<file path="src/rtl/psg_pkg.sv">
package psg_pkg;
  typedef enum logic {
    GEN_IDLE = 1'b0,
    GEN_RUN  = 1'b1
  } gen_state_t;
endpackage

</file>
<file path="src/rtl/psg_cut.sv">
module psg_cut #(
  parameter int LW = 16
) (
  input  logic [LW-1:0] rem,
  input  logic [LW-1:0] pcnt,
  input  logic [LW-1:0] period,
  input  logic [LW-1:0] maxlen,
  output logic [LW-1:0] seg_len,
  output logic          closes,
  output logic          is_last
);
  logic [LW-1:0] cand;
  logic [LW-1:0] room;

  always_comb begin
    cand    = (rem < maxlen) ? rem : maxlen;
    room    = period - pcnt;
    closes  = (cand >= room);
    seg_len = closes ? room : cand;
    is_last = (seg_len == rem);
  end
endmodule

</file>
<file path="src/rtl/psg_addr.sv">
module psg_addr #(
  parameter int AW = 32,
  parameter int LW = 16
) (
  input  logic          clk,
  input  logic          rst_n,
  input  logic          load_cfg,
  input  logic          rewind,
  input  logic          step,
  input  logic [AW-1:0] base_in,
  input  logic          inc_in,
  input  logic [LW-1:0] len,
  output logic [AW-1:0] addr
);
  logic [AW-1:0] base_q, base_d;
  logic [AW-1:0] addr_q, addr_d;
  logic          inc_q, inc_d;
  logic          base_en, addr_en;

  always_comb begin
    base_en = load_cfg;
    base_d  = base_in;
    inc_d   = inc_in;
    addr_en = load_cfg | rewind | step;
    if (load_cfg)
      addr_d = base_in;
    else if (rewind)
      addr_d = base_q;
    else if (inc_q && (addr_q != '0))
      addr_d = addr_q + AW'(len);
    else
      addr_d = addr_q;
  end

  always_ff @(posedge clk or negedge rst_n) begin
    if (!rst_n) begin
      base_q <= '0;
      inc_q  <= 1'b0;
      addr_q <= '0;
    end else begin
      if (base_en) begin
        base_q <= base_d;
        inc_q  <= inc_d;
      end
      if (addr_en) addr_q <= addr_d;
    end
  end

  assign addr = addr_q;

  p_step_r6: assert property (@(posedge clk) disable iff (!rst_n)
    (step && !load_cfg && !rewind && inc_q && addr_q != '0)
      |=> (addr_q == $past(addr_q) + AW'($past(len))));

  p_hold_r6: assert property (@(posedge clk) disable iff (!rst_n)
    (step && !load_cfg && !rewind && (!inc_q || addr_q == '0))
      |=> $stable(addr_q));
endmodule

</file>
<file path="src/rtl/period_seg_gen.sv">
module period_seg_gen
  import psg_pkg::*;
#(
  parameter int AW = 32,
  parameter int LW = 16
) (
  input  logic          clk,
  input  logic          rst_n,
  input  logic          start,
  input  logic [AW-1:0] cfg_buf_addr,
  input  logic [AW-1:0] cfg_dev_addr,
  input  logic [LW-1:0] cfg_buf_len,
  input  logic [LW-1:0] cfg_period_len,
  input  logic [LW-1:0] cfg_max_seg,
  input  logic          cfg_to_mem,
  input  logic          cfg_src_inc,
  input  logic          cfg_dst_inc,
  input  logic          cfg_cyclic,
  input  logic          cfg_irq_en,
  input  logic          stop,
  output logic          seg_valid,
  input  logic          seg_ready,
  output logic [AW-1:0] seg_src,
  output logic [AW-1:0] seg_dst,
  output logic [LW-1:0] seg_len,
  output logic          seg_irq,
  output logic          seg_last,
  output logic          busy,
  output logic          cfg_err,
  output logic          sum_err
);
  localparam int NSIDE = 2;
  localparam int CW    = LW + 1;

  gen_state_t    state_q, state_d;
  logic [LW-1:0] len_q, period_q, max_q;
  logic [LW-1:0] len_d, period_d, max_d;
  logic          cyc_q, irq_q, cyc_d, irq_d;
  logic [LW-1:0] rem_q, rem_d, pcnt_q, pcnt_d;
  logic [CW-1:0] acc_q, acc_d;
  logic          cfg_err_q, cfg_err_d, sum_err_q, sum_err_d;
  logic          cfg_en, cnt_en;

  logic          is_idle, cfg_bad, take_cfg, xfer, wrap;
  logic [LW-1:0] cut_len;
  logic          cut_close, cut_last;
  logic [LW-1:0] period_eff;
  logic [CW-1:0] acc_sum;

  logic [AW-1:0] side_base [NSIDE];
  logic          side_inc  [NSIDE];
  logic [AW-1:0] side_addr [NSIDE];

  // Start qualification
  always_comb begin
    is_idle    = (state_q == GEN_IDLE);
    cfg_bad    = (cfg_buf_len == '0) || (cfg_max_seg == '0) ||
                 (cfg_irq_en && (cfg_period_len == '0));
    take_cfg   = is_idle && start && !cfg_bad;
    period_eff = cfg_irq_en ? cfg_period_len : cfg_buf_len;
    xfer       = (state_q == GEN_RUN) && seg_ready && !stop;
    wrap       = xfer && cut_last && cyc_q;
  end

  psg_cut #(.LW(LW)) u_cut (
    .rem     (rem_q),
    .pcnt    (pcnt_q),
    .period  (period_q),
    .maxlen  (max_q),
    .seg_len (cut_len),
    .closes  (cut_close),
    .is_last (cut_last)
  );

  // Address sides: index 0 is source, index 1 is destination
  always_comb begin
    side_base[0] = cfg_to_mem ? cfg_dev_addr : cfg_buf_addr;
    side_base[1] = cfg_to_mem ? cfg_buf_addr : cfg_dev_addr;
    side_inc[0]  = cfg_src_inc;
    side_inc[1]  = cfg_dst_inc;
  end

  for (genvar g = 0; g < NSIDE; g++) begin : g_side
    psg_addr #(.AW(AW), .LW(LW)) u_addr (
      .clk      (clk),
      .rst_n    (rst_n),
      .load_cfg (take_cfg),
      .rewind   (wrap),
      .step     (xfer && !cut_last),
      .base_in  (side_base[g]),
      .inc_in   (side_inc[g]),
      .len      (cut_len),
      .addr     (side_addr[g])
    );
  end

  // Next state
  always_comb begin
    state_d   = state_q;
    cfg_en    = take_cfg;
    len_d     = cfg_buf_len;
    period_d  = period_eff;
    max_d     = cfg_max_seg;
    cyc_d     = cfg_cyclic;
    irq_d     = cfg_irq_en;
    cnt_en    = 1'b0;
    rem_d     = rem_q;
    pcnt_d    = pcnt_q;
    acc_d     = acc_q;
    acc_sum   = acc_q + CW'(cut_len);
    cfg_err_d = is_idle && start && cfg_bad;
    sum_err_d = 1'b0;

    unique case (state_q)
      GEN_IDLE: begin
        if (take_cfg) begin
          state_d = GEN_RUN;
          cnt_en  = 1'b1;
          rem_d   = cfg_buf_len;
          pcnt_d  = '0;
          acc_d   = '0;
        end
      end
      GEN_RUN: begin
        if (stop) begin
          state_d = GEN_IDLE;
        end else if (xfer) begin
          cnt_en = 1'b1;
          if (cut_last) begin
            sum_err_d = (acc_sum != CW'(len_q));
            rem_d     = len_q;
            pcnt_d    = '0;
            acc_d     = '0;
            if (!cyc_q) state_d = GEN_IDLE;
          end else begin
            rem_d  = rem_q - cut_len;
            pcnt_d = cut_close ? '0 : (pcnt_q + cut_len);
            acc_d  = acc_sum;
          end
        end
      end
      default: state_d = GEN_IDLE;
    endcase
  end

  // Registers
  always_ff @(posedge clk or negedge rst_n) begin
    if (!rst_n) begin
      state_q   <= GEN_IDLE;
      len_q     <= '0;
      period_q  <= '0;
      max_q     <= '0;
      cyc_q     <= 1'b0;
      irq_q     <= 1'b0;
      rem_q     <= '0;
      pcnt_q    <= '0;
      acc_q     <= '0;
      cfg_err_q <= 1'b0;
      sum_err_q <= 1'b0;
    end else begin
      state_q   <= state_d;
      cfg_err_q <= cfg_err_d;
      sum_err_q <= sum_err_d;
      if (cfg_en) begin
        len_q    <= len_d;
        period_q <= period_d;
        max_q    <= max_d;
        cyc_q    <= cyc_d;
        irq_q    <= irq_d;
      end
      if (cnt_en) begin
        rem_q  <= rem_d;
        pcnt_q <= pcnt_d;
        acc_q  <= acc_d;
      end
    end
  end

  // Outputs
  always_comb begin
    seg_valid = (state_q == GEN_RUN);
    busy      = (state_q == GEN_RUN);
    seg_src   = side_addr[0];
    seg_dst   = side_addr[1];
    seg_len   = cut_len;
    seg_last  = seg_valid && cut_last;
    seg_irq   = seg_valid && irq_q && (cut_last || (cut_close && cyc_q));
    cfg_err   = cfg_err_q;
    sum_err   = sum_err_q;
  end

  // Checks next to the logic
  p_len_bound_r2: assert property (@(posedge clk) disable iff (!rst_n)
    seg_valid |-> (seg_len != '0) && (seg_len <= max_q) && (seg_len <= rem_q));

  p_no_cross_r3: assert property (@(posedge clk) disable iff (!rst_n)
    seg_valid |-> (CW'(pcnt_q) + CW'(seg_len) <= CW'(period_q)));

  p_irq_gate_r4: assert property (@(posedge clk) disable iff (!rst_n)
    seg_irq |-> irq_q);

  p_done_idle_r7: assert property (@(posedge clk) disable iff (!rst_n)
    (seg_valid && seg_ready && !stop && seg_last && !cyc_q) |=> !busy);

  p_wrap_r8: assert property (@(posedge clk) disable iff (!rst_n)
    (seg_valid && seg_ready && !stop && seg_last && cyc_q)
      |=> (seg_valid && rem_q == len_q && pcnt_q == '0));

  p_cfg_idle_r9: assert property (@(posedge clk) disable iff (!rst_n)
    cfg_err |-> (!busy && !seg_valid));

  p_stop_r10: assert property (@(posedge clk) disable iff (!rst_n)
    stop |=> (!seg_valid && !busy));

  p_hold_r11: assert property (@(posedge clk) disable iff (!rst_n)
    (seg_valid && !seg_ready && !stop)
      |=> (seg_valid && $stable(seg_src) && $stable(seg_dst) && $stable(seg_len)));
endmodule

</file>
<file path="config.mk">
export PLATFORM = sky130hd
export DESIGN_NAME = period_seg_gen
export DESIGN_NICKNAME = d
export VERILOG_FILES = /design/src/rtl/psg_pkg.sv /design/src/rtl/psg_cut.sv /design/src/rtl/psg_addr.sv /design/src/rtl/period_seg_gen.sv
export SDC_FILE = /design/constraint.sdc
export NUM_CORES = 1
export LEC_CHECK = 0
export BUFFER_PORTS_ARGS = -buffer_cell sky130_fd_sc_hd__buf_4
export CAP_MARGIN = 30
export CORE_MARGIN = 4
export CORE_UTILIZATION = 60
export DETAILED_ROUTE_END_ITERATION = 12
export HOLD_SLACK_MARGIN = 0.1
export PLACE_DENSITY = 0.82
export SLEW_MARGIN = 10
export SYNTH_ARGS = -nofsm -noshare
export SYNTH_HDL_FRONTEND = slang
export SYNTH_SLANG_ARGS = --single-unit
</file>
<file path="constraint.sdc">
create_clock -name clk -period 16.9 [get_ports clk]
set_clock_uncertainty 0.05 [all_clocks]
set_input_delay 1.69 -clock clk [delete_from_list [all_inputs] [get_ports clk]]
set_output_delay 1.69 -clock clk [all_outputs]
set_load 0.01 [all_outputs]
</file>
==> results.md <==
* Antenna Nets Post-Route at 0
* Share of cells above drive strength 1 at 14.95%
* Ports at 208
* DRT iter0 DRCs at 1479
* Slew HR at 35.31%
* Most frequent cells in the layout: nand2_1, dfrtp_1, buf_4
* Seq cells post-synth at 232
* Post-CTS sizing at 0
* Max-Cap Viols at 0
* Max Clk Rate at 104.7 MHz
* Run status: finished, final reports clean
* Gpl congestion at 0.9866
* Worst-path clk slew at 0.06 ns
* YS warnings at 0
* Worst-Margin Slew at 0.9684 ns
* Required @ worst endpoint at 15.16 ns
* Routed len/inst at 22.72 µm
* Critical path startpoint category: flop
* DRT Pass-1 Iters at 6
* Area grow syn2layout at 17.80%
* First-pass GRT wire length at 86550 µm
* # hold bufs at CTS at 0
* H-tree lvl count at 1
* # fillers at 2045
* Initial antenna violation count at 0
* Hold Fails Final Rpt at 0
* Post-synth top flop: dfrtp_1
* Clock root buffer: clkbuf_16
* Mapped cell area at 16580 µm²
* Largest family of logic cells by synthesized area: compound AO/OA/AOI/OAI gates
* Area contributors post-synth: dfrtp_1, ha_1, nand2_1
* WS Path Type: flop to output port
* Crit path DAT at 7.81 ns
* Residual DRC at 0
* Clock Tree Buf Depth at 3
* Simple-Gate Fraction of Synth Area at 16.54%
* Crit Reg-Reg Startpoint: rem_q[14]
* Setup crit start: rem_q[14]
* Critical Path End Type: output port
* Slew Limit Fails at 0
* Yosys cell types at 70
* Clock Latency Late Sink at 0.56 ns
* Post-synthesis xor/xnor area fraction at 5.283%
* Area of the core at 27100 µm²
* Port Buffers at 207
* Post-synth ARST share at 100.0%
* Hold path startpoint: g_side[1].u_addr.base_q[29]
* Avg Cell Area, Syn at 8.706 µm²
* # setup viols final at 0
* Die Height at 174.2 µm
* Syn_nets at 2159
* Most common cell after layout, fill and taps aside: nand2_1
* HP Class: flop to flop
* Drt total wl at 56200 µm
* CTS tree: yes
* Vias in the first global route at 15550
* Dpl ws at 7.984 ns
* Register area share after synthesis at 35.02%
* Vias/cell at 6.409
* Multiplexer share of the synthesized area at 6.031%
* Die area at 30350 µm²
* Crit share post-route at 56.49%
* Post-synth top area share at 35.02%
* Cells after Synth at 1904
* Fin Setup TNS at 0 ns
* Post-route cell area at 19530 µm²
* Nets at 2336
* Number of flops mapped to enable cells by yosys at 0
* Vias at 15860
* Starting Density at 61.17%
* CTS sink count at 232
* RSZ-0062 raised after global routing: no
* Cell taking the most area after synthesis: dfrtp_1
* Crit Path Max Fanout at 24
* Total congestion overflow at 0
* TritonCTS Buffers at 27
* Detail Placement HPWL at 41870 µm
* Min Clock Period, post-route at 9.547 ns
* FP Rows at 60
* Post-CTS Setup Inserts at 0
* Total track usage at 35.85%
* Setup WS post-layout at 7.353 ns
* Placed cell areas at 18440 µm²
* Die Wd at 174.2 µm
* Synth Area in Compound Gates at 22.89%
* Adder-cell share of the synthesized area at 10.31%
* Pin count of the biggest net entering global routing at 94
[metrics by stage]
stage,utilization [%],hold slack [ns],instances
6_report,72.05,0.4246,2474
3_3_place_gp,67.90,0.4078,2416
3_5_place_dp,68.03,0.4122,2418
5_1_grt,72.04,0.4337,2472
2_1_floorplan,-,0.3893,1904
4_1_cts,71.63,0.4273,2466
[routing by layer]
layer | GRT usage [%] | vias to the layer above | wire (µm)
li1 | - | 7278 | -
met1 | 44.29 | 7529 | 21120
met2 | 57.84 | 844 | 25570
met3 | 7.851 | 205 | 5361
met4 | 21.15 | 0 | 4153
met5 | 0 | - | 0
[Yosys cell counts, drive strengths merged (26+ instances only)]
cell    number
o21ai      144
buf         29
nand2      242
a31oi       26
nand3       41
a21o        74
xor2        43
dfrtp      232
mux2i       83
inv         81
clkbuf      56
nor2       125
a21oi      147
xnor2       57
ha         127
o21a        27
nor4        31
[cell type report]
cell class | count | area [µm²] | area share, %
multi-input cells | 1506 | 10130 | 51.87
flip-flops and latches | 232 | 5806 | 29.73
inverters | 81 | 304.0 | 1.557
repair buffers | 233 | 1842 | 9.432
clock inverters | 7 | 177.7 | 0.9098
diodes | 2 | 5.005 | 0.02563
clock buffers | 41 | 798.3 | 4.088
well taps | 372 | 465.4 | 2.384
[sequential cells by signal (all words and copies together), names as in the netlist, 16 cells and up]
| name | flops |
|---|---|
| max_q | 16 |
| period_q | 16 |
| pcnt_q | 16 |
| rem_q | 16 |
| g_side.u_addr.base_q | 64 |
| g_side.u_addr.addr | 64 |
| acc_q | 17 |
| len_q | 16 |
[cell families after synthesis]
kind of cell	Yosys count
AOI/OAI and AO/OA	587
muxes	98
buffers and inverters	166
DFF	232
xor gates and xnor gates	100
adders and majority gates	133
and+or+nand+nor	588
[final timing paths]
path / slack, ns / cells after the start / to
min in group asynchronous: 1.04 / 1 / max_q[2]
max in group asynchronous: 14.11 / 5 / g_side[1].u_addr.base_q[31]
max reg2reg: 8.15 / 25 / g_side[0].u_addr.addr[26]
min: 0.42 / 1 / g_side[1].u_addr.base_q[29]
min reg2reg: 0.42 / 1 / g_side[1].u_addr.base_q[29]
max: 7.35 / 22 / seg_irq
[critical path, cell delays in order (launching register included)]
cell and delay (ns):
dfrtp_1 0.42, ha_1 0.36, nand4_1 0.15, or4_1 0.56
a211oi_1 0.22, or4_1 0.76, mux2_2 0.43, ha_1 0.30
and4_1 0.20, nand2_1 0.07, or4_1 0.54, o21a_1 0.30
buf_8 0.21, nor2_1 0.15, a21o_1 0.42, inv_1 0.09
ha_1 0.41, nand4_1 0.17, nor4_1 0.59, nand4_1 0.16
buf_4 0.23, a21oi_1 0.29, buf_4 0.18
Power is left out: the tool's default activity adds up to more than one toggle a clock period on the data nets, which glitch-free logic cannot reach.
